===== src/rtl/dslpwm_pkg.sv =====
package dslpwm_pkg;

    // Register addresses of the write port
    localparam logic [1:0] ADDR_CTRL = 2'd0;
    localparam logic [1:0] ADDR_CMPA = 2'd1;
    localparam logic [1:0] ADDR_CMPB = 2'd2;
    localparam logic [1:0] ADDR_TOP  = 2'd3;

    // TOP source codes
    localparam logic [2:0] SRC_FIX8   = 3'd0;
    localparam logic [2:0] SRC_FIX9   = 3'd1;
    localparam logic [2:0] SRC_FIX10  = 3'd2;
    localparam logic [2:0] SRC_TOPREG = 3'd3;
    localparam logic [2:0] SRC_CMPA   = 3'd4;

    // Output mode codes
    localparam logic [1:0] OM_PLAIN = 2'b10;
    localparam logic [1:0] OM_INV   = 2'b11;

    localparam int CTRL_W = 11;

    typedef struct packed {
        logic [1:0] om_b;      // [10:9]
        logic [1:0] om_a;      // [8:7]
        logic [2:0] clk_sel;   // [6:4]
        logic       freq_mode; // [3]
        logic [2:0] top_src;   // [2:0]
    } ctrl_t;

    typedef enum logic [1:0] {
        ST_HOLD_RISE = 2'd0,
        ST_HOLD_FALL = 2'd1,
        ST_RISE      = 2'd2,
        ST_FALL      = 2'd3
    } ramp_state_t;

    // log2 of the prescale division for a clock-select code
    function automatic int sel_shift(input logic [2:0] sel);
        case (sel)
            3'd2:    return 3;
            3'd3:    return 6;
            3'd4:    return 8;
            3'd5:    return 10;
            default: return 0;
        endcase
    endfunction

    function automatic logic sel_runs(input logic [2:0] sel);
        return (sel >= 3'd1) && (sel <= 3'd5);
    endfunction

endpackage


===== src/rtl/dslpwm_prescale.sv =====
module dslpwm_prescale
    import dslpwm_pkg::*;
#(
    parameter int PS_W = 10
) (
    input  logic       clk,
    input  logic       rst_n,
    input  logic       run_i,
    input  logic [2:0] sel_i,
    output logic       tick_o
);

    logic [PS_W-1:0] pcnt_q;
    logic [PS_W-1:0] limit;

    always_comb begin
        limit  = PS_W'((1 << sel_shift(sel_i)) - 1);
        tick_o = run_i && (pcnt_q == limit);
    end

    always_ff @(posedge clk or negedge rst_n) begin
        if (!rst_n) begin
            pcnt_q <= '0;
        end else if (!run_i || tick_o) begin
            pcnt_q <= '0;
        end else begin
            pcnt_q <= pcnt_q + 1'b1;
        end
    end


    tick_gap_chk: assert property (@(posedge clk) disable iff (!rst_n)
        (tick_o && limit != '0) |=> (!tick_o || sel_i != $past(sel_i)))
        else $error("prescaled tick repeated on consecutive clocks");

endmodule


===== src/rtl/dslpwm_ramp.sv =====
module dslpwm_ramp
    import dslpwm_pkg::*;
#(
    parameter int CNT_W = 16
) (
    input  logic             clk,
    input  logic             rst_n,
    input  logic             run_i,
    input  logic             tick_i,
    input  logic             freq_i,
    input  logic [CNT_W-1:0] top_i,
    output logic [CNT_W-1:0] cnt_o,
    output logic             falling_o,
    output logic             load_o,
    output logic             top_flag_o
);

    ramp_state_t      st_q, st_d;
    logic [CNT_W-1:0] cnt_q, cnt_d;
    logic             turn_top, turn_bot;
    logic             flag_q, flag_d;

    // State register
    always_ff @(posedge clk or negedge rst_n) begin
        if (!rst_n) begin
            st_q   <= ST_HOLD_RISE;
            cnt_q  <= '0;
            flag_q <= 1'b0;
        end else begin
            st_q   <= st_d;
            cnt_q  <= cnt_d;
            flag_q <= flag_d;
        end
    end

    // Next state and count
    always_comb begin
        st_d     = st_q;
        cnt_d    = cnt_q;
        turn_top = 1'b0;
        turn_bot = 1'b0;
        unique case (st_q)
            ST_HOLD_RISE: if (run_i) st_d = ST_RISE;
            ST_HOLD_FALL: if (run_i) st_d = ST_FALL;
            ST_RISE: begin
                if (!run_i) begin
                    st_d = ST_HOLD_RISE;
                end else if (tick_i) begin
                    if (top_i == '0) begin
                        cnt_d    = '0;
                        turn_top = 1'b1;
                        turn_bot = 1'b1;
                    end else if (cnt_q >= top_i) begin
                        cnt_d    = cnt_q - 1'b1;
                        st_d     = ST_FALL;
                        turn_top = 1'b1;
                    end else begin
                        cnt_d = cnt_q + 1'b1;
                    end
                end
            end
            ST_FALL: begin
                if (!run_i) begin
                    st_d = ST_HOLD_FALL;
                end else if (tick_i) begin
                    if (top_i == '0) begin
                        cnt_d    = '0;
                        st_d     = ST_RISE;
                        turn_top = 1'b1;
                        turn_bot = 1'b1;
                    end else if (cnt_q == '0) begin
                        cnt_d    = CNT_W'(1);
                        st_d     = ST_RISE;
                        turn_bot = 1'b1;
                    end else begin
                        cnt_d = cnt_q - 1'b1;
                    end
                end
            end
            default: st_d = ST_HOLD_RISE;
        endcase
    end

    // Outputs
    always_comb begin
        flag_d     = run_i && tick_i && (st_q == ST_RISE) && (top_i != '0)
                     && (CNT_W'(cnt_q + 1'b1) == top_i);
        load_o     = !run_i || (freq_i ? turn_bot : turn_top);
        falling_o  = (st_q == ST_FALL) || (st_q == ST_HOLD_FALL);
        cnt_o      = cnt_q;
        top_flag_o = flag_q;
    end


    step_chk: assert property (@(posedge clk) disable iff (!rst_n)
        (st_q == ST_RISE || st_q == ST_FALL) |=>
            (cnt_q == $past(cnt_q) || cnt_q == CNT_W'($past(cnt_q) + 1'b1)
             || cnt_q == CNT_W'($past(cnt_q) - 1'b1)))
        else $error("counter moved by more than one step");


    hold_freeze_chk: assert property (@(posedge clk) disable iff (!rst_n)
        (st_q == ST_HOLD_RISE || st_q == ST_HOLD_FALL) |=> $stable(cnt_q))
        else $error("counter moved while held");


    flag_pulse_chk: assert property (@(posedge clk) disable iff (!rst_n)
        flag_q |=> !flag_q)
        else $error("top flag wider than one clock");

endmodule


===== src/rtl/dslpwm_shadow.sv =====
module dslpwm_shadow
    import dslpwm_pkg::*;
#(
    parameter int CNT_W = 16
) (
    input  logic             clk,
    input  logic             rst_n,
    input  logic             wr_en,
    input  logic [1:0]       wr_addr,
    input  logic [CNT_W-1:0] wr_data,
    input  logic             load_i,
    output ctrl_t            ctrl_o,
    output logic [CNT_W-1:0] cmp_a_o,
    output logic [CNT_W-1:0] cmp_b_o,
    output logic [CNT_W-1:0] top_o
);

    ctrl_t            ctrl_q;
    logic [CNT_W-1:0] buf_a_q, buf_b_q, buf_top_q;
    logic [CNT_W-1:0] act_a_q, act_b_q, act_top_q;

    always_ff @(posedge clk or negedge rst_n) begin
        if (!rst_n) begin
            ctrl_q    <= '0;
            buf_a_q   <= '0;
            buf_b_q   <= '0;
            buf_top_q <= '0;
        end else if (wr_en) begin
            unique case (wr_addr)
                ADDR_CTRL: ctrl_q    <= ctrl_t'(wr_data[CTRL_W-1:0]);
                ADDR_CMPA: buf_a_q   <= wr_data;
                ADDR_CMPB: buf_b_q   <= wr_data;
                ADDR_TOP:  buf_top_q <= wr_data;
                default:   ;
            endcase
        end
    end

    always_ff @(posedge clk or negedge rst_n) begin
        if (!rst_n) begin
            act_a_q   <= '0;
            act_b_q   <= '0;
            act_top_q <= '0;
        end else if (load_i) begin
            act_a_q   <= buf_a_q;
            act_b_q   <= buf_b_q;
            act_top_q <= buf_top_q;
        end
    end

    always_comb begin
        unique case (ctrl_q.top_src)
            SRC_FIX8:  top_o = CNT_W'((1 << 8) - 1);
            SRC_FIX9:  top_o = CNT_W'((1 << 9) - 1);
            SRC_FIX10: top_o = CNT_W'((1 << 10) - 1);
            SRC_CMPA:  top_o = act_a_q;
            default:   top_o = act_top_q;
        endcase
        ctrl_o  = ctrl_q;
        cmp_a_o = act_a_q;
        cmp_b_o = act_b_q;
    end


    buffer_hold_chk: assert property (@(posedge clk) disable iff (!rst_n)
        !load_i |=> ($stable(act_a_q) && $stable(act_b_q) && $stable(act_top_q)))
        else $error("active compare or TOP changed without a load");

endmodule


===== src/rtl/dslpwm_chan.sv =====
module dslpwm_chan
    import dslpwm_pkg::*;
#(
    parameter int CNT_W = 16
) (
    input  logic             clk,
    input  logic             rst_n,
    input  logic [CNT_W-1:0] cnt_i,
    input  logic [CNT_W-1:0] top_i,
    input  logic [CNT_W-1:0] cmp_i,
    input  logic             falling_i,
    input  logic [1:0]       om_i,
    output logic             pin_o,
    output logic             oe_o
);

    logic lvl_q, lvl_d;

    always_comb begin
        if (cnt_i == top_i) begin
            lvl_d = lvl_q;
        end else if (cnt_i < cmp_i) begin
            lvl_d = 1'b1;
        end else begin
            lvl_d = falling_i && (cnt_i == cmp_i) && (cnt_i != '0);
        end
    end

    always_ff @(posedge clk or negedge rst_n) begin
        if (!rst_n) lvl_q <= 1'b0;
        else        lvl_q <= lvl_d;
    end

    always_comb begin
        oe_o = om_i[1];
        unique case (om_i)
            OM_PLAIN: pin_o = lvl_q;
            OM_INV:   pin_o = !lvl_q;
            default:  pin_o = 1'b0;
        endcase
    end


    top_hold_chk: assert property (@(posedge clk) disable iff (!rst_n)
        (cnt_i == top_i) |=> $stable(lvl_q))
        else $error("waveform changed on a match at TOP");

endmodule


===== src/rtl/dual_slope_pwm.sv =====
module dual_slope_pwm
    import dslpwm_pkg::*;
#(
    parameter int CNT_W = 16,
    parameter int PS_W  = 10
) (
    input  logic             clk,
    input  logic             rst_n,
    input  logic             run_en,
    input  logic             wr_en,
    input  logic [1:0]       wr_addr,
    input  logic [CNT_W-1:0] wr_data,
    output logic             pwm_a,
    output logic             oe_a,
    output logic             pwm_b,
    output logic             oe_b,
    output logic             top_flag
);

    localparam int CHANS = 2;

    ctrl_t            ctrl;
    logic [CNT_W-1:0] cmp_a, cmp_b, top_val, cnt;
    logic             run, tick, falling, load;
    logic [CNT_W-1:0] cmp_v [CHANS];
    logic [1:0]       om_v  [CHANS];
    logic             pin_v [CHANS];
    logic             oe_v  [CHANS];

    always_comb begin
        run      = run_en && sel_runs(ctrl.clk_sel);
        cmp_v[0] = cmp_a;
        cmp_v[1] = cmp_b;
        om_v[0]  = ctrl.om_a;
        om_v[1]  = ctrl.om_b;
        pwm_a    = pin_v[0];
        oe_a     = oe_v[0];
        pwm_b    = pin_v[1];
        oe_b     = oe_v[1];
    end

    dslpwm_shadow #(.CNT_W(CNT_W)) shadow_i (
        .clk     (clk),
        .rst_n   (rst_n),
        .wr_en   (wr_en),
        .wr_addr (wr_addr),
        .wr_data (wr_data),
        .load_i  (load),
        .ctrl_o  (ctrl),
        .cmp_a_o (cmp_a),
        .cmp_b_o (cmp_b),
        .top_o   (top_val)
    );

    dslpwm_prescale #(.PS_W(PS_W)) prescale_i (
        .clk    (clk),
        .rst_n  (rst_n),
        .run_i  (run),
        .sel_i  (ctrl.clk_sel),
        .tick_o (tick)
    );

    dslpwm_ramp #(.CNT_W(CNT_W)) ramp_i (
        .clk        (clk),
        .rst_n      (rst_n),
        .run_i      (run),
        .tick_i     (tick),
        .freq_i     (ctrl.freq_mode),
        .top_i      (top_val),
        .cnt_o      (cnt),
        .falling_o  (falling),
        .load_o     (load),
        .top_flag_o (top_flag)
    );

    for (genvar g = 0; g < CHANS; g++) begin : g_chan
        dslpwm_chan #(.CNT_W(CNT_W)) chan_i (
            .clk       (clk),
            .rst_n     (rst_n),
            .cnt_i     (cnt),
            .top_i     (top_val),
            .cmp_i     (cmp_v[g]),
            .falling_i (falling),
            .om_i      (om_v[g]),
            .pin_o     (pin_v[g]),
            .oe_o      (oe_v[g])
        );
    end

endmodule


===== config.mk =====
export PLATFORM = sky130hd
export DESIGN_NAME = dual_slope_pwm
export DESIGN_NICKNAME = d
export VERILOG_FILES = /design/src/rtl/dslpwm_pkg.sv /design/src/rtl/dslpwm_prescale.sv /design/src/rtl/dslpwm_ramp.sv /design/src/rtl/dslpwm_shadow.sv /design/src/rtl/dslpwm_chan.sv /design/src/rtl/dual_slope_pwm.sv
export SDC_FILE = /design/constraint.sdc
export NUM_CORES = 1
export LEC_CHECK = 0
export ABC_AREA = 1
export BUFFER_PORTS_ARGS = -buffer_cell sky130_fd_sc_hd__buf_2
export CAP_MARGIN = 20
export CORE_UTILIZATION = 30
export CTS_CLUSTER_DIAMETER = 40
export DETAILED_ROUTE_END_ITERATION = 16
export GPL_TIMING_DRIVEN = 1
export PLACE_DENSITY = 0.55
export SYNTH_ARGS = -nofsm -noshare
export SYNTH_HDL_FRONTEND = slang
export SYNTH_SLANG_ARGS = --single-unit

===== constraint.sdc =====
create_clock -name clk -period 6.51 [get_ports clk]
set_input_delay 0.9765 -clock clk [delete_from_list [all_inputs] [get_ports clk]]
set_output_delay 0.9765 -clock clk [all_outputs]
set_load 0.1 [all_outputs]

# ---- After elaboration in Yosys (flattened, before gate mapping)
# Index checks and enable logic that the tools add are counted.
dict set report word_totals {
  ff_bits 138
  latch_bits 0
  ramBits 0
  rom_bits 0
  input_bits 22
  out_inout_bits 5
  memories 0
}
dict set report classes {
  n_addsub 4
  mul 0
  n_div 0
  magnitude_cmp 5
  n_eq_ne 33
  n_shift 1
  mux 41
  bitwise_logic 0
  n_reduce_logical 31
}
# cell n
set op_table {}
lappend op_table {{16-bit two-way mux} 8}
lappend op_table {{16-bit == test} 4}
lappend op_table {{16-bit case mux with 4 select lines} 1}
lappend op_table {{16-bit zero test} 2}
lappend op_table {{16-bit < comparator} 2}
lappend op_table {{16-bit case mux with 2 select lines} 1}
lappend op_table {{16-bit nonzero test} 2}
lappend op_table {{2-bit two-way mux} 10}
lappend op_table {{16-bit by 1-bit adder with 16-bit output (second input constant)} 1}
lappend op_table {{2-bit == test (second input constant)} 8}
lappend op_table {{16-bit greater-or-equal comparator} 1}
lappend op_table {{4-bit case mux with 4 select lines} 1}
lappend op_table {{16-bit by 1-bit subtractor with 16-bit output (second input constant)} 1}
lappend op_table {{1-bit two-way mux} 14}
lappend op_table {{2-bit != test (second input constant)} 6}
lappend op_table {{1-bit logical AND} 11}
lappend op_table {{10-bit by 1-bit adder with 10-bit output (second input constant)} 1}
lappend op_table {{10-bit == test} 1}
lappend op_table {{10-bit two-way mux} 1}
lappend op_table {{1-bit by 4-bit << shifter with 10-bit output (first input constant)} 1}
lappend op_table {{10-bit by 2-bit subtractor with 10-bit output (second input constant)} 1}
lappend op_table {{3-bit by 2-bit == test with 1-bit output (second input constant)} 3}
lappend op_table {{3-bit == test (second input constant)} 3}
lappend op_table {{3-bit != test (second input constant)} 3}
lappend op_table {{16 further kinds} 28}

# ---- Depth between registers and ports, before layout
# Gate-level depths: netlist of the first run.
dict set report depth {
  word_depth 11
  ltp_mapped 21
  ltp_nobuf 20
}

# ---- Hierarchy
# Synthesis of the first run repeated with hierarchy kept, for this count alone.
dict set report hier_totals {
  cells_unflattened 1221
  area_unflattened_um2 9275.1
}
# mod instances cells_each area_each_um2 seq_area_each_um2
set modules_own_cells {}
lappend modules_own_cells {dslpwm_shadow 1 378 4254.1 2677.6}
lappend modules_own_cells {dslpwm_ramp 1 476 2748.9 475.5}
lappend modules_own_cells {dslpwm_chan 2 125 752.0 25.0}
lappend modules_own_cells {dslpwm_prescale 1 112 744.5 250.2}
lappend modules_own_cells {dual_slope_pwm 1 5 23.8 0.0}

# ---- Worst setup path before layout of the first run
# OpenSTA, ideal clock, no wires.
dict set report synth_path {
  kind {reg-to-output}
  from {register shadow_i.ctrl_q, in the netlist shadow_i.ctrl_o[8]}
  to {output port pwm_a}
  arrival_ns 2.616
  required_time_ns 5.534
  path_slack_ns 2.918
  stages_incl_launch_ff 3
  path_buffers 0
  path_cell_list {dfrtp_1 o21ai_0 a21oi_1}
}
dict set report synth_between {
  elab_chain_cells 2
  elab_cells_between_ends 3
  cone_classes {eq/ne: 2; mux: 1}
}
# item line_no
set synth_rtl {}
lappend synth_rtl {{start: declaration} dslpwm_shadow.sv:18} ;# ctrl_t ctrl_q;
lappend synth_rtl {{start signal: assignment} dslpwm_shadow.sv:30} ;# ADDR_CTRL: ctrl_q <= ctrl_t'(wr_data[CTRL_W-1:0]);
lappend synth_rtl {{2-bit == test} dslpwm_chan.sv:36} ;# unique case (om_i)
lappend synth_rtl {{1-bit case mux with 2 select lines (*)} dslpwm_chan.sv:36}
lappend synth_rtl {{end: declaration} dual_slope_pwm.sv:13} ;# output logic pwm_a,
# Mark *: on every way between the ends. The rest lies on a longest branch, timed or not.

# ---- Worst setup path in the final report of the first run
dict set report layout_path {
  from {register shadow_i.ctrl_q, in the netlist shadow_i.ctrl_o[1]}
  to {register shadow_i.act_b_q[11] (netlist: shadow_i.cmp_b_o[11])}
}
dict set report layout_between {
  elab_chain_cells 10
  elab_cells_between_ends 21
  cone_classes {order compare: 1; eq/ne: 3; mux: 14; reduce/logical: 3}
}
# item line_no
set layout_rtl {}
lappend layout_rtl {{3-bit == test, or another cell as far along} dslpwm_shadow.sv:52} ;# unique case (ctrl_q.top_src)
lappend layout_rtl {{16-bit case mux with 4 select lines (*)} dslpwm_shadow.sv:52}
lappend layout_rtl {{16-bit greater-or-equal comparator} dslpwm_ramp.sv:53} ;# end else if (cnt_q >= top_i) begin
lappend layout_rtl {{1-bit two-way mux} dslpwm_ramp.sv:53}
lappend layout_rtl {{1-bit two-way mux} dslpwm_ramp.sv:49} ;# if (top_i == '0) begin
lappend layout_rtl {{1-bit two-way mux} dslpwm_ramp.sv:48} ;# end else if (tick_i) begin
lappend layout_rtl {{1-bit two-way mux} dslpwm_ramp.sv:46} ;# if (!run_i) begin
lappend layout_rtl {{1-bit case mux with 2 select lines} dslpwm_ramp.sv:42} ;# unique case (st_q)
lappend layout_rtl {{1-bit two-way mux (*)} dslpwm_ramp.sv:88} ;# load_o = !run_i || (freq_i ? turn_bot : turn_top);
lappend layout_rtl {{1-bit logical OR (*)} dslpwm_ramp.sv:88}
lappend layout_rtl {{end signal: assignment} dslpwm_shadow.sv:46} ;# act_b_q <= buf_b_q;
lappend layout_rtl {{end: declaration} dslpwm_shadow.sv:20} ;# logic [CNT_W-1:0] act_a_q, act_b_q, act_top_q;
# Marked as above.
# A chain may end at the register's enable or synchronous reset.

==> impl_results.md, run 1 <==
- Async S/R FF share, synth: 100%
- Die height: 173 um
- CTS Root Cell: clkbuf_16
- # diodes: 0
- Critical path class: reg2reg
- CTS tree: yes
- Synth Area per Inst: 7.39 sq um
- Pre-antenna DRT Iters: 5
- First-pass GRT wire length: 39.7 mm
- Total wire length: 23.7 mm
- # DRC: 0
- Hold Path Sink: shadow_i.cmp_b_o[7]
- Clk_lat worst skew: 0.43 ns
- Initial core utilization: 30.6%
- Final net count: 1276
- Routability congestion estimate: 0.889
- Final core utilization: 34.2%
- Min Hold Slack: 0.473 ns
- Leakage: 4.96 nW
- Hold depth: 2
- Type of element capturing the critical path: register
- Crit share post-route: 55.5%
- Synth Cell Area: 8800 sq um
- Ys flop type: dfrtp_1
- Cts hold-fix bufs: 0
- Synth Register Bits: 138
- Number of nets with antenna violations after routing: 0
- CP Max Fanout: 19
- CTS clk-pin slew, worst paths: 0.07 ns
- Top post-synthesis cells by count: nand2_1, dfrtp_1, inv_1
- Max Clock Freq: 0.277 GHz
- Worst-case clock skew: 0.0146 ns
- Post-layout min period: 3.61 ns
- Top cell type's share of synthesized area: 39.3%
- Max Root-Sink Buffers: 2
- Post-CTS Setup Inserts: 0
- CP arrival: 3.92 ns
- Reg-to-Reg Start: shadow_i.ctrl_o[1]
- Final number of hold-violating endpoints: 0
- Remaining Overflow, GRT: 0
- WL/cell: 14.8 um
- Number of global-route vias before repair: 7333
- Worst min-delay path class: reg2reg
- Maximum vdd drop: 0.182 mV
- Pwr Density: 351 nW/um^2
- Max-slew violations: 0
- Ports: 27
- Outcome: finished clean
- Area grow syn2layout: 11.8%
- Die Wd: 173 um
- CTS H-Tree Depth: 4
- Synth Instances: 1191
- Sequential share of the synthesized area: 39.3%
- TritonCTS Sinks: 138
- Area leader, netlist: dfrtp_1
- DR vias/cell: 4.78
- GRT Overall Usage: 16.5%
- Multi-input gate area: 4560 sq um
- Share of cells above drive strength 1: 9.64%
- Rows: 62
- DRT iter0 DRCs: 461
- Buffers on Ports: 26
- Synth area leaders: dfrtp_1, nand2_1, ha_1, inv_1, nand4_1
- Syn nets: 1266
- Required time worst endpoint: 6.82 ns
- Total CTS buffers: 17
- Post-CTS Resized: 0
- Worst Reg-to-Reg Cells: 19
- DP HPWL: 17.4 mm
- R2R Setup Slk: 2.90 ns
- Reg area: 3450 sq um
- Pin count of the biggest net entering global routing: 79
- Most repeated cell in the gate-level netlist after synthesis: nand2_1
- Synth warnings: 0
- Vias: 7641
- Max-Cap Viols: 0
- Cell variety after synth: 42
- Tightest Pin Transition: 0.777 ns
- Initial antenna violation count: 0
- Headroom to the max-slew limit: 48.2%
- Post-synth EDFFs: 0
- Die Footprint: 30000 sq um
- Final setup fails: 0
- Startpoint class of the critical path: register
- Critical R2R Capture: shadow_i.cmp_b_o[11]
- Post-route setup TNS: 0 ns
- Core area: 28800 sq um
- RSZ-0062 raised after global routing: false
- Fill cell count: 3070
- Min-delay src: shadow_i.buf_b_q[7]
## per-stage QoR
stage / area [sq um] / total power, mW / cells / setup WS [ns]
after floorplan: 8800 / 2.13 / 1191 / 2.92
after global placement: 9230 / 2.46 / 1565 / 2.95
after detailed placement: 9230 / 2.48 / 1565 / 2.87
after CTS: 9820 / 3.49 / 1597 / 2.87
after global routing: 9830 / 3.73 / 1598 / 2.60
final: 9830 / 3.45 / 1598 / 2.90
## state kept, by name, indices dropped and copies added (netlist names), 2 cells and up, named ones only
signal	count
g_chan.chan_i.lvl_q	2
prescale_i.pcnt_q	10
ramp_i.cnt_o	16
shadow_i.act_top_q	16
shadow_i.buf_a_q	16
shadow_i.buf_b_q	16
shadow_i.buf_top_q	16
shadow_i.cmp_a_o	16
shadow_i.cmp_b_o	16
shadow_i.ctrl_o	11
## cell usage in the layout (no fill, tap or decap), types with 25 or more instances in the layout
master / n
o21ai_0: 85
nand2_1: 347
nor2_1: 87
nand3_1: 73
ha_1: 53
a21oi_1: 26
buf_2: 25
dfrtp_1: 138
xor2_1: 27
nand2_2: 30
nand4_1: 72
inv_1: 133
## layer usage
metal | vias up | part of all wire [%] | global-route usage (%)
met4 | 0 | 1.0 | 4.42
met3 | 21 | 3.1 | 2.04
met5 | - | 0 | 0
li1 | 3895 | - | -
met1 | 3593 | 48 | 23.1
met2 | 132 | 47 | 26.8
## power breakdown
group	internal, mW	switching [mW]
registers	1.02	0.201
logic	0.438	0.803
clock network	0.573	0.413
## cells by family after synthesis
| logic type | after synthesis | synth area share, % |
|---|---|---|
| other | 1 | 0.0426 |
| and+or+nand+nor | 650 | 33.2 |
| xor gates and xnor gates | 29 | 2.89 |
| buffers and inverters | 186 | 8.92 |
| adders and majority gates | 53 | 7.54 |
| DFF | 138 | 39.3 |
| AOI/OAI and AO/OA | 134 | 8.18 |
## critical path, cell delays in order (launching register included)
cell,delay (ns)
dfrtp_1,0.45
nor2_4,0.25
nand2_2,0.10
o21ai_0,0.43
inv_1,0.09
ha_1,0.30
nand2_1,0.07
nor2_1,0.05
nand2_1,0.08
inv_1,0.05
nand3_1,0.10
nand3_1,0.09
nor2_1,0.10
buf_4,0.22
nand2_2,0.08
nand3_2,0.11
nand3_2,0.38
buf_4,0.39
nand2_1,0.09
nand2_1,0.05
## worst max-delay path by stage
stage                                   from                    to  slack [ns]  cells past startpoint
after floorplan           shadow_i.ctrl_o[8]                 pwm_a        2.92                      2
after global placement    shadow_i.ctrl_o[2]  shadow_i.cmp_b_o[12]        2.95                     20
after detailed placement  shadow_i.ctrl_o[1]  shadow_i.cmp_b_o[11]        2.87                     19
after CTS                 shadow_i.ctrl_o[1]  shadow_i.cmp_b_o[11]        2.87                     19
after global routing      shadow_i.ctrl_o[2]  shadow_i.cmp_a_o[12]        2.60                     18
final                     shadow_i.ctrl_o[1]  shadow_i.cmp_b_o[11]        2.90                     19
## layout make-up
class                   count  area share (%)
multi-input cells         867            46.4
well taps                 384            4.89
clock buffers              18            4.36
flip-flops and latches    138            35.1
inverters                 141            5.38
repair buffers             36            2.23
clock inverters            14            1.64
Power figures use the tool's default switching activity.
==> inputs of run 2 (changes only) <==
--- a/config.mk
+++ b/config.mk
@@ -12,7 +12,7 @@
 export CTS_CLUSTER_DIAMETER = 40
 export DETAILED_ROUTE_END_ITERATION = 16
 export GPL_TIMING_DRIVEN = 1
-export PLACE_DENSITY = 0.55
+export PLACE_DENSITY = 0.57
 export SYNTH_ARGS = -nofsm -noshare
 export SYNTH_HDL_FRONTEND = slang
 export SYNTH_SLANG_ARGS = --single-unit
==> constraint.sdc (replaced) <==
create_clock -name clk -period 3.2 [get_ports clk]
set_input_delay 0.48 -clock clk [delete_from_list [all_inputs] [get_ports clk]]
set_output_delay 0.48 -clock clk [all_outputs]
set_load 0.1 [all_outputs]
==> impl_results.md, run 2 (synthesis results as in run 1) <==
- Sw Ratio: 41.0% (about the same)
- Pre-antenna DRT Iters: 5 (unchanged)
- Worst min-delay path class: in2async
- Critical path's top delay family: simple AND/OR/NAND/NOR gates
- DP HPWL: 17.8 mm (+2.1%)
- Total wire length: 24.2 mm (+2.1%)
- Max Clock Freq: 0.342 GHz (+23%)
- Inst Count DP: 1580 (+0.96%)
- CTS Root Cell: clkbuf_16
- Outcome: finished clean
- Fill cell count: 3072 (+0.065%)
- Area grow syn2layout: 13.8%
- Buffers on Ports: 26 (unchanged)
- Post-route setup TNS: 0 ns (unchanged)
- Startpoint class of the critical path: register
- GRT Overall Usage: 16.8% (+0.33 points)
- Layout Cells excl Fill: 1612 (+0.88%)
- Required time worst endpoint: 3.56 ns (-3.26 ns)
- TritonCTS Sinks: 138 (unchanged)
- CTS clk-pin slew, worst paths: 0.07 ns (about the same)
- P_sw: 2.94 mW (+110%)
- Type of element capturing the critical path: register
- Tightest Pin Transition: 0.708 ns (-0.0689 ns)
- DRT iter0 DRCs: 462 (+0.22%)
- Critical path class: reg2reg
- Max-Cap Viols: 0 (unchanged)
- Commonest non-fill, non-tap cell in the layout: nand2_1
- # DRC: 0 (unchanged)
- Seq pwr share: 33.7% (-1.8 points)
- Core area: 28800 sq um (unchanged)
- Final net count: 1290 (+1.1%)
- RSZ-0062 raised after global routing: false
- Crit-path max cell delay: 0.45 ns (about the same)
- Routability congestion estimate: 0.890 (+0.16%)
- Clk_lat worst skew: 0.43 ns (about the same)
- Cts hold-fix bufs: 0 (unchanged)
- Clock power share: 28.3% (-0.3 points)
- DR vias/cell: 4.86 (+1.7%)
- Number of nets with antenna violations after routing: 0 (unchanged)
- Ports: 27 (unchanged)
- Total CTS buffers: 17 (unchanged)
- Rows: 62 (unchanged)
- # diodes: 0 (unchanged)
- CTS tree: yes
- Reg-to-Reg Start: shadow_i.ctrl_o[1]
- Die height: 173 um (unchanged)
- Pin count of the biggest net entering global routing: 76 (-3.8%)
- Headroom to the max-slew limit: 52.7% (+4.5 points)
- Critical path's slowest cell: dfrtp_2
- Die Wd: 173 um (unchanged)
- Die Footprint: 30000 sq um (unchanged)
- Remaining Overflow, GRT: 0 (unchanged)
- CP Max Fanout: 48 (+29)
- Worst path buffer plus inverter count: 3 (-1)
- CP arrival: 3.29 ns (-0.63 ns)
- Max-slew violations: 0 (unchanged)
- Commonest cells after routing, fill and taps aside: nand2_1, dfrtp_1, inv_1
- Cell repeated most along the worst path: nand2_1
- CTS H-Tree Depth: 4 (unchanged)
- CP Launch Point: shadow_i.ctrl_o[1]
- Vias: 7838 (+2.6%)
- Share of cells above drive strength 1: 11.1% (+1.4 points)
- Place WS: 0.137 ns (-2.74 ns)
- Worst-case clock skew: 0.0150 ns (+0.000416 ns)
- Number of global-route vias before repair: 7737 (+5.5%)
- First-pass GRT wire length: 40.3 mm (+1.5%)
- Post-layout min period: 2.92 ns (-0.687 ns)
- Int Pwr: 4.23 mW (+110%)
- Pwr Density: 716 nW/um^2 (+100%)
- Maximum vdd drop: 0.414 mV (+130%)
- Crit share post-route: 91.4% (+36 points)
- Cell breakdown of the critical path: nor2_4 > nand2_2 > o21ai_0 > inv_1 > ha_1 > nand2_1 > nor2_1 > nand2_1 > inv_1 > nand3_1 > nand3_1 > nor2_1 > nand2_2 > nand3_2 > buf_8 > nand4_1 > nand2_1
- Initial core utilization: 30.6% (unchanged)
- Max Root-Sink Buffers: 2 (unchanged)
- Combinational power share: 37.9% (+1.9 points)
- Final setup fails: 0 (unchanged)
- Final number of hold-violating endpoints: 0 (unchanged)
- Final core utilization: 34.8% (+0.62 points)
- Setup ws final: 0.276 ns (-2.62 ns)
- WL/cell: 15.0 um (+1.2%)
- Leakage: 5.07 nW (+2.2%)
- Initial antenna violation count: 0 (unchanged)
-- run 2: area by class of cell --
class	instances	area, sq um	area share [%]
Timing Repair Buffer	50	373	3.72
Sequential cell	138	3460	34.5
Inverter	141	529	5.29
Clock buffer	18	439	4.39
Multi-Input combinational cell	867	4570	45.7
Clock inverter	14	160	1.60
Tap cell	384	480	4.80
-- run 2: through the flow --
step | cell area [sq um] | total power, mW | hold slack (ns)
2_1_floorplan | 8800 | 4.33 | 0.184
3_3_place_gp | 9360 | 5.07 | 0.452
3_5_place_dp | 9380 | 5.12 | 0.452
4_1_cts | 9980 | 7.19 | 0.0807
5_1_grt | 10000 | 7.72 | 0.102
6_report | 10000 | 7.17 | 0.0493
-- run 2: power groups by stage --
stage               Clock [mW]  Combinational, mW  Sequential (mW)
CTS                       2.08               2.70             2.41
global route              2.15               3.11             2.46
floorplan                    0               1.98             2.35
global placement             0               2.64             2.44
detailed placement           0               2.68             2.44
finish                    2.03               2.72             2.42
-- run 2: worst reg2reg max path, stage by stage (launching register included) --
cell and delay [ns]:
dfrtp_2 0.45, nor2_4 0.13, nand2_2 0.08, o21ai_0 0.28
inv_1 0.13, ha_1 0.31, nand2_1 0.08, nor2_1 0.05
nand2_1 0.07, inv_1 0.05, nand3_1 0.10, nand3_1 0.09
nor2_1 0.18, nand2_2 0.11, nand3_2 0.14, buf_8 0.29
nand4_1 0.20, nand2_1 0.10
-- run 2: timing repair --
action                     4_1_cts  5_1_grt
resized for setup                0       10
setup buffers                    0        0
setup endpoints to repair        0       62
-- run 2: final timing paths --
kind	endpoint	slack, ns	depth (start not counted)
worst max-delay path	shadow_i.act_top_q[14]	0.28	17
worst min-delay path	prescale_i.pcnt_q[2]	0.05	1
worst max register to register	shadow_i.act_top_q[14]	0.28	17
worst min register to register	shadow_i.cmp_b_o[8]	0.47	2
max in group asynchronous	shadow_i.ctrl_o[1]	2.28	2
min in group clk	shadow_i.buf_b_q[14]	0.33	3
-- run 2: metal layers --
metal | wire (um) | vias to the layer above | GRT usage, % | part of all wire [%]
li1 | - | 3934 | - | -
met1 | 11700 | 3684 | 23.1 | 48
met2 | 10900 | 185 | 26.9 | 45
met3 | 987 | 35 | 2.61 | 4.1
met4 | 555 | 0 | 5.79 | 2.3
met5 | 0 | - | 0 | 0
==> inputs of run 3 (changes only) <==
--- a/config.mk
+++ b/config.mk
@@ -8,6 +8,7 @@
 export ABC_AREA = 1
 export BUFFER_PORTS_ARGS = -buffer_cell sky130_fd_sc_hd__buf_2
 export CAP_MARGIN = 20
+export CORE_ASPECT_RATIO = 0.5
 export CORE_UTILIZATION = 30
 export CTS_CLUSTER_DIAMETER = 40
 export DETAILED_ROUTE_END_ITERATION = 16
==> impl_results.md, run 3 (synthesis results as in run 1) <==
- Outcome: finished clean
- Final core utilization: 35.4% (+0.66 points)
- Final net count: 1294 (+0.31%)
- Crit share post-route: 91.0% (-0.32 points)
- GRT Overall Usage: 17.5% (+0.72 points)
- CP arrival: 3.22 ns (-0.07 ns)
- Clock power share: 28.7% (+0.4 points)
- Buffers on Ports: 26 (unchanged)
- TritonCTS Sinks: 138 (unchanged)
- Post-layout min period: 2.91 ns (-0.0103 ns)
- Final setup fails: 0 (unchanged)
- Setup ws final: 0.287 ns (+0.0103 ns)
- DR vias/cell: 4.99 (+2.6%)
- Layout Cells excl Fill: 1614 (+0.12%)
- Critical path class: reg2reg
- Pre-antenna DRT Iters: 5 (unchanged)
- Remaining Overflow, GRT: 0 (unchanged)
- Seq pwr share: 33.6% (about the same)
- Die height: 123 um (-29%)
- Post-route setup TNS: 0 ns (unchanged)
- Commonest non-fill, non-tap cell in the layout: nand2_1
- Inst Count DP: 1581 (+0.063%)
- Core area: 28200 sq um (-1.9%)
- Top layer in use: met4
- Type of element capturing the critical path: register
- Initial core utilization: 31.1% (+0.58 points)
- Worst path buffer plus inverter count: 5 (+2)
- WL/cell: 15.6 um (+3.9%)
- Final number of hold-violating endpoints: 0 (unchanged)
- P_sw: 3.02 mW (+2.5%)
- Die Wd: 244 um (+41%)
- # diodes: 0 (unchanged)
- Total wire length: 25.2 mm (+4.0%)
- Critical path's top delay family: simple AND/OR/NAND/NOR gates
- CTS tree: yes
- Pwr Density: 724 nW/um^2 (+1.0%)
- Critical path's slowest cell: dfrtp_2
- Pin count of the biggest net entering global routing: 60 (-21%)
- Startpoint class of the critical path: register
- DRT iter0 DRCs: 835 (+81%)
- Number of global-route vias before repair: 7703 (-0.44%)
- Max Root-Sink Buffers: 2 (unchanged)
- Number of nets with antenna violations after routing: 0 (unchanged)
- Cts hold-fix bufs: 0 (unchanged)
- Max-Cap Viols: 0 (unchanged)
- Post-CTS Setup Inserts: 0 (unchanged)
- Leakage: 5.08 nW (about the same)
- Min Hold Slack: 0.00260 ns (-0.0467 ns)
- Initial antenna violation count: 0 (unchanged)
- Met2 Routed Length: 10.8 mm (-0.82%)
- Vias: 8048 (+2.7%)
- Place WS: 0.157 ns (+0.0194 ns)
- DR WL met3: 1.31 mm (+33%)
- CTS Root Cell: clkbuf_16
- Worst-case clock skew: 0.0115 ns (-0.00352 ns)
- Area grow syn2layout: 13.8% (unchanged)
- Clk_lat worst skew: 0.43 ns (about the same)
- Sw Ratio: 41.6% (+0.58 points)
- Cell breakdown of the critical path: inv_1 > nand2_4 > nand3_1 > o21ai_0 > inv_1 > ha_1 > nand2_1 > nor2_1 > nand2_1 > inv_1 > nand3_1 > nand3_1 > nor2_2 > buf_4 > inv_1 > nand2_1 > nand3_1 > nand2_1 > nand3_1 > o21ai_0
- Routability congestion estimate: 0.953 (+7.0%)
- M1 WL: 12.7 mm (+8.1%)
- Total CTS buffers: 17 (unchanged)
- # DRC: 0 (unchanged)
- Share of cells above drive strength 1: 11.4% (+0.37 points)
- Worst min-delay path class: in2async
- Headroom to the max-slew limit: 35.3% (-17 points)
- DP HPWL: 18.5 mm (+4.0%)
- First-pass GRT wire length: 41.2 mm (+2.2%)
- CP Max Fanout: 15 (-69%)
- CTS clk-pin slew, worst paths: 0.07 ns (about the same)
- Cell repeated most along the worst path: nand3_1
- Maximum vdd drop: 0.442 mV (+6.9%)
- Max Clock Freq: 0.343 GHz (+0.35%)
- CTS H-Tree Depth: 4 (unchanged)
- Tightest Pin Transition: 0.968 ns (+0.260 ns)
- Ports: 27 (unchanged)
- Required time worst endpoint: 3.51 ns (-0.05 ns)
- Crit-path max cell delay: 0.42 ns (-0.03 ns)
- Die Footprint: 30100 sq um (+0.14%)
- Combinational power share: 37.7% (-0.2 points)
- Rows: 43 (-31%)
- Commonest cells after routing, fill and taps aside: nand2_1, dfrtp_1, inv_1
- Int Pwr: 4.23 mW (about the same)
- Max-slew violations: 0 (unchanged)
## run 3: cell types whose count changed in the layout (fill, tap and decap cells not counted), sizes merged
cell    delta
clkinv     -1
inv        +2
clkbuf     -1
buf        +4
## run 3: routing by layer
metal  vias up  track usage (%)
met4         0             5.08
li1       3936                -
met2       218             27.6
met3        26             2.76
met1      3868             24.8
met5         -                0
## run 3: final cells by class
type | instances | area (sq um)
multi-input cells | 867 | 4560
fillers | 2965 | 18200
clock inverters | 15 | 183
flip-flops and latches | 138 | 3460
well taps | 382 | 478
clock buffers | 17 | 425
inverters | 141 | 529
repair buffers | 54 | 374
## run 3: final timing paths
kind / slack [ns] / cells past startpoint / endpoint / startpoint
worst min register to register: 0.47 / 2 / shadow_i.cmp_b_o[4] / shadow_i.buf_b_q[4]
min in group clk: 0.34 / 3 / shadow_i.buf_top_q[14] / wr_data[14]
worst max-delay path: 0.29 / 20 / ramp_i.cnt_o[12] / shadow_i.ctrl_o[2]
worst min-delay path: 0.003 / 1 / shadow_i.buf_b_q[5] / rst_n
worst max register to register: 0.29 / 20 / ramp_i.cnt_o[12] / shadow_i.ctrl_o[2]
max in group asynchronous: 2.41 / 2 / shadow_i.ctrl_o[2] / rst_n
## run 3: what timing repair did
item / CTS / global route
resized for setup: 0 / 7
setup endpoints to repair: 0 / 62
endpoints found under the hold margin: 0 / 0
## run 3: through the flow
| step | cell area [sq um] | total power, mW |
|---|---|---|
| after floorplan | 8800 | 4.33 |
| after global placement | 9370 | 5.07 |
| after detailed placement | 9370 | 5.14 |
| after CTS | 9980 | 7.24 |
| after global routing | 10000 | 7.77 |
| final | 10000 | 7.24 |
## run 3: power groups by stage
stage                     Sequential, mW  Clock (mW)  Combinational [mW]
after floorplan                     2.35           0                1.98
after global placement              2.46           0                2.62
after detailed placement            2.46           0                2.68
after CTS                           2.43        2.11                2.70
after global routing                2.48        2.18                3.11
final                               2.44        2.08                2.73
